===== config.mk =====
export PLATFORM = sky130hd
export DESIGN_NAME = pio_bus
export DESIGN_NICKNAME = d
export VERILOG_FILES = /design/src/rtl/pio_pkg.sv /design/src/rtl/pio_decode.sv /design/src/rtl/pio_rdmux.sv /design/src/rtl/pio_seq.sv /design/src/rtl/pio_bus.sv
export SDC_FILE = /design/constraint.sdc
export NUM_CORES = 1
export LEC_CHECK = 0
export BUFFER_PORTS_ARGS = -buffer_cell sky130_fd_sc_hd__buf_4
export CAP_MARGIN = 20
export CORE_ASPECT_RATIO = 0.6
export CORE_MARGIN = 3
export CORE_UTILIZATION = 47
export CTS_CLUSTER_DIAMETER = 80
export CTS_CLUSTER_SIZE = 30
export DETAILED_ROUTE_END_ITERATION = 8
export PLACE_DENSITY = 0.83
export SYNTH_ARGS = -nofsm -noshare
export SYNTH_HDL_FRONTEND = slang
export SYNTH_SLANG_ARGS = --single-unit

===== constraint.sdc =====
create_clock -name clk -period 2.2 [get_ports clk]
set_input_delay 0.44 -clock clk [delete_from_list [all_inputs] [get_ports clk]]
set_output_delay 0.44 -clock clk [all_outputs]
set_load 0.01 [all_outputs]

===== src/rtl/pio_pkg.sv =====
package pio_pkg;

    localparam int PORT_W = 16;
    localparam int BYTE_W = 8;
    localparam int WORD_W = 2 * BYTE_W;

    typedef enum logic [1:0] {
        ST_IDLE = 2'd0,
        ST_LO   = 2'd1,
        ST_HI   = 2'd2,
        ST_RESP = 2'd3
    } pio_state_e;

    typedef struct packed {
        pio_state_e              state;
        logic [PORT_W-1:0]       port;
        logic                    is_word;
        logic                    is_write;
        logic [WORD_W-1:0]       wdata;
        logic [WORD_W-1:0]       rdata;
    } pio_seq_t;

endpackage


===== src/rtl/pio_decode.sv =====
module pio_decode
    import pio_pkg::*;
#(
    parameter int NUM_WIN = 3,
    parameter logic [NUM_WIN*PORT_W-1:0] WIN_BASE = '0,
    parameter logic [NUM_WIN*PORT_W-1:0] WIN_SIZE = '0
) (
    input  logic               clk,
    input  logic               rst_n,
    input  logic               active,
    input  logic [PORT_W-1:0]  port,
    output logic [NUM_WIN-1:0] sel
);

    logic [NUM_WIN-1:0] hit;
    logic [NUM_WIN:0]   taken_below;

    assign taken_below[0] = 1'b0;

    for (genvar i = 0; i < NUM_WIN; i++) begin : g_win
        localparam logic [PORT_W-1:0] BASE_I = WIN_BASE[i*PORT_W +: PORT_W];
        localparam logic [PORT_W-1:0] SIZE_I = WIN_SIZE[i*PORT_W +: PORT_W];
        logic [PORT_W-1:0] offset;
        assign offset            = port - BASE_I;
        assign hit[i]            = active && (offset < SIZE_I);
        assign sel[i]            = hit[i] && !taken_below[i];
        assign taken_below[i+1]  = taken_below[i] | hit[i];
    end

    // never more than one window selected
    assert_sel_onehot_R4: assert property (@(posedge clk) disable iff (!rst_n)
        $onehot0(sel));

endmodule


===== src/rtl/pio_rdmux.sv =====
module pio_rdmux
    import pio_pkg::*;
#(
    parameter int NUM_WIN = 3
) (
    input  logic [NUM_WIN-1:0]        sel,
    input  logic [NUM_WIN*BYTE_W-1:0] per_rdata,
    output logic [BYTE_W-1:0]         rd_byte
);

    localparam logic [BYTE_W-1:0] OPEN_BUS = '1;

    logic [BYTE_W-1:0] merged;

    always_comb begin
        merged = '0;
        for (int i = 0; i < NUM_WIN; i++) begin
            merged = merged | ({BYTE_W{sel[i]}} & per_rdata[i*BYTE_W +: BYTE_W]);
        end
        rd_byte = (|sel) ? merged : OPEN_BUS;
    end

endmodule


===== src/rtl/pio_seq.sv =====
module pio_seq
    import pio_pkg::*;
(
    input  logic               clk,
    input  logic               rst_n,
    input  logic               req_valid,
    output logic               req_ready,
    input  logic               req_write,
    input  logic               req_word,
    input  logic               req_imm_mode,
    input  logic [BYTE_W-1:0]  req_imm,
    input  logic [PORT_W-1:0]  req_dx,
    input  logic [WORD_W-1:0]  req_wdata,
    input  logic [BYTE_W-1:0]  rd_byte,
    output logic               done,
    output logic [WORD_W-1:0]  rdata,
    output logic               bus_active,
    output logic [PORT_W-1:0]  bus_port,
    output logic               bus_we,
    output logic [BYTE_W-1:0]  bus_wdata
);

    pio_seq_t r_d, r_q;

    always_comb begin
        r_d = r_q;
        unique case (r_q.state)
            ST_IDLE: begin
                if (req_valid) begin
                    r_d.state    = ST_LO;
                    r_d.port     = req_imm_mode ? {{(PORT_W-BYTE_W){1'b0}}, req_imm} : req_dx;
                    r_d.is_word  = req_word;
                    r_d.is_write = req_write;
                    r_d.wdata    = req_wdata;
                    r_d.rdata    = '0;
                end
            end
            ST_LO: begin
                if (!r_q.is_write) begin
                    r_d.rdata[BYTE_W-1:0] = rd_byte;
                end
                if (r_q.is_word) begin
                    r_d.state = ST_HI;
                    r_d.port  = r_q.port + 1'b1;
                end else begin
                    r_d.state = ST_RESP;
                end
            end
            ST_HI: begin
                if (!r_q.is_write) begin
                    r_d.rdata[WORD_W-1:BYTE_W] = rd_byte;
                end
                r_d.state = ST_RESP;
            end
            default: begin
                r_d.state = ST_IDLE;
            end
        endcase
    end

    always_ff @(posedge clk) begin
        if (!rst_n) begin
            r_q <= '{state: ST_IDLE, port: '0, is_word: 1'b0, is_write: 1'b0,
                     wdata: '0, rdata: '0};
        end else begin
            r_q <= r_d;
        end
    end

    assign req_ready  = (r_q.state == ST_IDLE);
    assign done       = (r_q.state == ST_RESP);
    assign rdata      = r_q.rdata;
    assign bus_active = (r_q.state == ST_LO) || (r_q.state == ST_HI);
    assign bus_port   = r_q.port;
    assign bus_we     = bus_active && r_q.is_write;
    assign bus_wdata  = (r_q.state == ST_HI) ? r_q.wdata[WORD_W-1:BYTE_W]
                                             : r_q.wdata[BYTE_W-1:0];

    // an accepted request blocks the next one
    assert_accept_busy_R2: assert property (@(posedge clk) disable iff (!rst_n)
        (req_valid && req_ready) |=> !req_ready);

    // completion is a single-cycle strobe
    assert_done_pulse_R2: assert property (@(posedge clk) disable iff (!rst_n)
        done |=> !done);

endmodule


===== src/rtl/pio_bus.sv =====
module pio_bus
    import pio_pkg::*;
#(
    parameter int NUM_WIN = 3,
    parameter logic [NUM_WIN*PORT_W-1:0] WIN_BASE = {16'hFFFE, 16'h0040, 16'h0042},
    parameter logic [NUM_WIN*PORT_W-1:0] WIN_SIZE = {16'd2, 16'd4, 16'd2}
) (
    input  logic                      clk,
    input  logic                      rst_n,
    input  logic                      req_valid,
    output logic                      req_ready,
    input  logic                      req_write,
    input  logic                      req_word,
    input  logic                      req_imm_mode,
    input  logic [7:0]                req_imm,
    input  logic [15:0]               req_dx,
    input  logic [15:0]               req_wdata,
    output logic                      done,
    output logic [15:0]               rdata,
    output logic [NUM_WIN-1:0]        per_sel,
    output logic                      per_we,
    output logic [15:0]               per_port,
    output logic [7:0]                per_wdata,
    input  logic [NUM_WIN*8-1:0]      per_rdata
);

    logic              active;
    logic [BYTE_W-1:0] rd_byte;

    pio_seq u_seq (
        .clk          (clk),
        .rst_n        (rst_n),
        .req_valid    (req_valid),
        .req_ready    (req_ready),
        .req_write    (req_write),
        .req_word     (req_word),
        .req_imm_mode (req_imm_mode),
        .req_imm      (req_imm),
        .req_dx       (req_dx),
        .req_wdata    (req_wdata),
        .rd_byte      (rd_byte),
        .done         (done),
        .rdata        (rdata),
        .bus_active   (active),
        .bus_port     (per_port),
        .bus_we       (per_we),
        .bus_wdata    (per_wdata)
    );

    pio_decode #(
        .NUM_WIN  (NUM_WIN),
        .WIN_BASE (WIN_BASE),
        .WIN_SIZE (WIN_SIZE)
    ) u_decode (
        .clk    (clk),
        .rst_n  (rst_n),
        .active (active),
        .port   (per_port),
        .sel    (per_sel)
    );

    pio_rdmux #(
        .NUM_WIN (NUM_WIN)
    ) u_rdmux (
        .sel       (per_sel),
        .per_rdata (per_rdata),
        .rd_byte   (rd_byte)
    );

    // second byte cycle sits one port above the first, wrapping
    assert_port_step_R8: assert property (@(posedge clk) disable iff (!rst_n)
        (active && $past(active)) |-> (per_port == $past(per_port) + 16'd1));

endmodule


==> results.md <==
* Status: complete, but fails checks
* Violated checks: negative setup slack
* Area Overhead vs Synth at 42.4%
* Storage element area at 1060 um^2
* Total global-route track usage at 24.7%
* Yosys cell types at 58
* Setup violations, final at 19
* Number of diodes at 0
* Number of enable flip-flop cells after synthesis at 0
* Clock Latency Late Sink at 0.30 ns
* Max-slew violations at 0
* GP Congestion at 0.951
* Buffers on Ports at 115
* Tmin final at 2.43 ns
* Largest net degree at the start of global routing at 53
* Number of global-route vias before repair at 3682
* Gate power share at 62.2%
* Grt total ovfl at 0
* Clock slew at reported path FFs at 0.08 ns
* Leak pwr at 2.30 nW
* RSZ-0062 raised after global routing: true
* IO Pins at 116
* Crit path launch type: flop
* DR pass1 iterations at 5
* Initial Util at 49.8%
* First-pass GRT wire length at 18000 um
* Core ar. at 7450 um^2
* Setup TNS at -2.13 ns
* ANT nets after route at 0
* CP Capture Type: output pin
* Max-Cap Viols at 0
* Pwr/cell area at 1170 nW/um^2
* Die ar. at 9040 um^2
* DP HPWL at 8420 um
* Worst Tran Pin Value at 0.660 ns
* Final nets at 655
* Sequential Power Share at 24.3%
* Crit-path max FO at 3
* Synth Cell Area at 3710 um^2
* Number of antenna violations at the first check in global routing at 0
* NetSw at 2.76 mW
* Area occupied by multi-input gates at 2540 um^2
* Critical Path RT at 1.76 ns
* Peak Freq at 411 MHz
* Max Buffers Root-to-Sink at 2
* Worst slack at placement at -0.0639 ns
* Slowest-stage cell, CP: dfxtp_2
* Fin Clk Skew at 0.00593 ns
* VDD IR max at 682 uV
* CTS Buf Count at 5
* Synth Area per Inst at 8.02 um^2
* Cells after DPL at 671
* Final period utilization at 111%
* Final core occ at 71.0%
* Die height at 74.8 um
* Filler cell count at 540
* Mapped Nets at 540
* Share of layout cells above drive strength 1 at 43.7%
* FP Rows at 24
* # clock sinks at 52
* CTS root buf: clkbuf_16
* Sw frac at 44.5%
* Crit path DAT at 1.99 ns
* Hold WS at 0.393 ns
* Initial DRC count at 275
* H-tree levels at 2
* Family with the most delay on the worst path: simple AND/OR/NAND/NOR gates
* Vias at 3926
* Worst min path class: in2reg
* Internal Power at 3.44 mW
* WL/cell at 17.9 um
* Final setup margin at -0.232 ns
* Clock power share at 13.5%
* Post-Route WL at 12200 um
* Slowest stage delay, CP at 0.35 ns
* Setup CP Type: reg2out
* Post-route insts no fill at 683
* Synth Instances at 463
* CTS tree: done
* Final Hold Viols at 0
* Cell Chain, Critical Path: inv_2 -> ha_4 -> and3_4 -> nand3_2 -> nor4_4 -> nand4b_4 -> inv_4 -> nor2_4 -> buf_6
* Ys async rst share at 0%
* Register bit count reported by yosys at 52
* Slew margin rel. at 55.8%
* Die W at 121 um
* CP Buf/Inv Count at 3
* Yosys warns at 0
* DRC at 0
* Synth Flop Type: dfxtp_1
* Vias/cell at 5.75
* Sequential share of the synthesized area at 28.0%
-- cells by family after synthesis --
logic type      Yosys count  synth area share (%)
flops                    52                  28.0
simple gates            172                  23.9
compound gates          114                  21.4
fa+ha+maj                 7                  2.36
xor+xnor                 12                  2.83
mux                      33                  9.44
buf+inv                  73                  12.0
-- metal layers --
layer | vias to the layer above | wire length (um) | global-route usage, % | part of all wire, %
met5 | - | 0 | 0 | 0
met4 | 0 | 171 | 5.40 | 1.4
met1 | 1844 | 5200 | 33.1 | 42
li1 | 1850 | - | - | -
met2 | 209 | 5720 | 40.9 | 47
met3 | 23 | 1150 | 6.53 | 9.4
-- worst min-delay path, cell delays in order --
cell and delay (ns):
buf_4 0.11, nand2_1 0.04, a21boi_0 0.06
-- timing repair --
item,in CTS,in global routing
hold buffers,0,0
cloned,0,1
endpoints found under the setup margin,26,20
resized for setup,18,39
pin swaps,5,4
setup buffers,3,1
-- stage by stage --
| stage | area, um^2 | power (mW) |
|---|---|---|
| floorplan | 3740 | 3.64 |
| global placement | 4760 | 4.74 |
| detailed placement | 4760 | 4.82 |
| CTS | 5010 | 5.83 |
| global route | 5290 | 6.55 |
| finish | 5290 | 6.20 |
-- Yosys cell counts, types with 5 or more instances --
| library cell | number | area share, % |
|---|---|---|
| nand2_1 | 81 | 8.2 |
| dfxtp_1 | 52 | 28 |
| buf_4 | 33 | 6.7 |
| a21boi_0 | 21 | 4.2 |
| a31oi_1 | 20 | 3.4 |
| nor2_1 | 20 | 2.0 |
| o21ai_0 | 20 | 2.7 |
| clkbuf_1 | 18 | 1.8 |
| mux2i_1 | 17 | 4.6 |
| mux2_2 | 16 | 4.9 |
| and2_1 | 11 | 1.9 |
| nor3_1 | 11 | 1.5 |
| a21o_1 | 10 | 2.0 |
| a21oi_1 | 8 | 1.1 |
| inv_1 | 8 | 0.81 |
| nand3_1 | 8 | 1.1 |
| nor2b_1 | 8 | 1.3 |
| xnor2_1 | 8 | 1.9 |
| and3_1 | 7 | 1.2 |
| buf_2 | 7 | 0.94 |
| ha_1 | 7 | 2.4 |
| o22ai_1 | 6 | 1.0 |
| a22oi_1 | 5 | 1.0 |
-- placed cells by master (no fill, tap or decap), drive strengths merged, types with 12 or more instances in the layout --
| cell | Yosys | routed |
|---|---|---|
| o21ai | 21 | 21 |
| a31oi | 20 | 20 |
| nand2 | 81 | 81 |
| nor3 | 12 | 12 |
| buf | 45 | 171 |
| nor2 | 20 | 20 |
| a21boi | 21 | 21 |
| mux2i | 17 | 17 |
| mux2 | 16 | 16 |
| dfxtp | 52 | 52 |
-- flip-flops by register name, summed over array words and instances, names as in the netlist --
signal / cells
u_seq.bus_port: 16
u_seq.r_q: 20
u_seq.rdata: 16
-- final timing paths --
| path | from | to | slack [ns] | cells past startpoint |
|---|---|---|---|---|
| hold / removal | req_word | u_seq.r_q[33] | 0.39 | 3 |
| hold reg to reg | u_seq.r_q[28] | u_seq.r_q[28] | 0.47 | 2 |
| setup reg to reg | u_seq.bus_port[1] | u_seq.rdata[4] | -0.16 | 9 |
| setup / recovery | u_seq.r_q[50] | per_sel[1] | -0.23 | 9 |
-- layout make-up --
class | instances | share of cell area [%]
Sequential cell | 52 | 20.0
Clock inverter | 3 | 0.544
Multi-Input combinational cell | 338 | 48.0
Tap cell | 104 | 2.46
Clock buffer | 5 | 2.37
Timing Repair Buffer | 172 | 25.7
Inverter | 9 | 0.805
-- power by group through the flow --
| stage | sequential (mW) | clock (mW) | combinational (mW) |
|---|---|---|---|
| 2_1_floorplan | 1.38 | 0 | 2.26 |
| 3_3_place_gp | 1.46 | 0 | 3.28 |
| 3_5_place_dp | 1.47 | 0 | 3.35 |
| 4_1_cts | 1.46 | 0.847 | 3.53 |
| 5_1_grt | 1.53 | 0.882 | 4.14 |
| 6_report | 1.51 | 0.840 | 3.86 |
(Power assumes the default switching activity.)
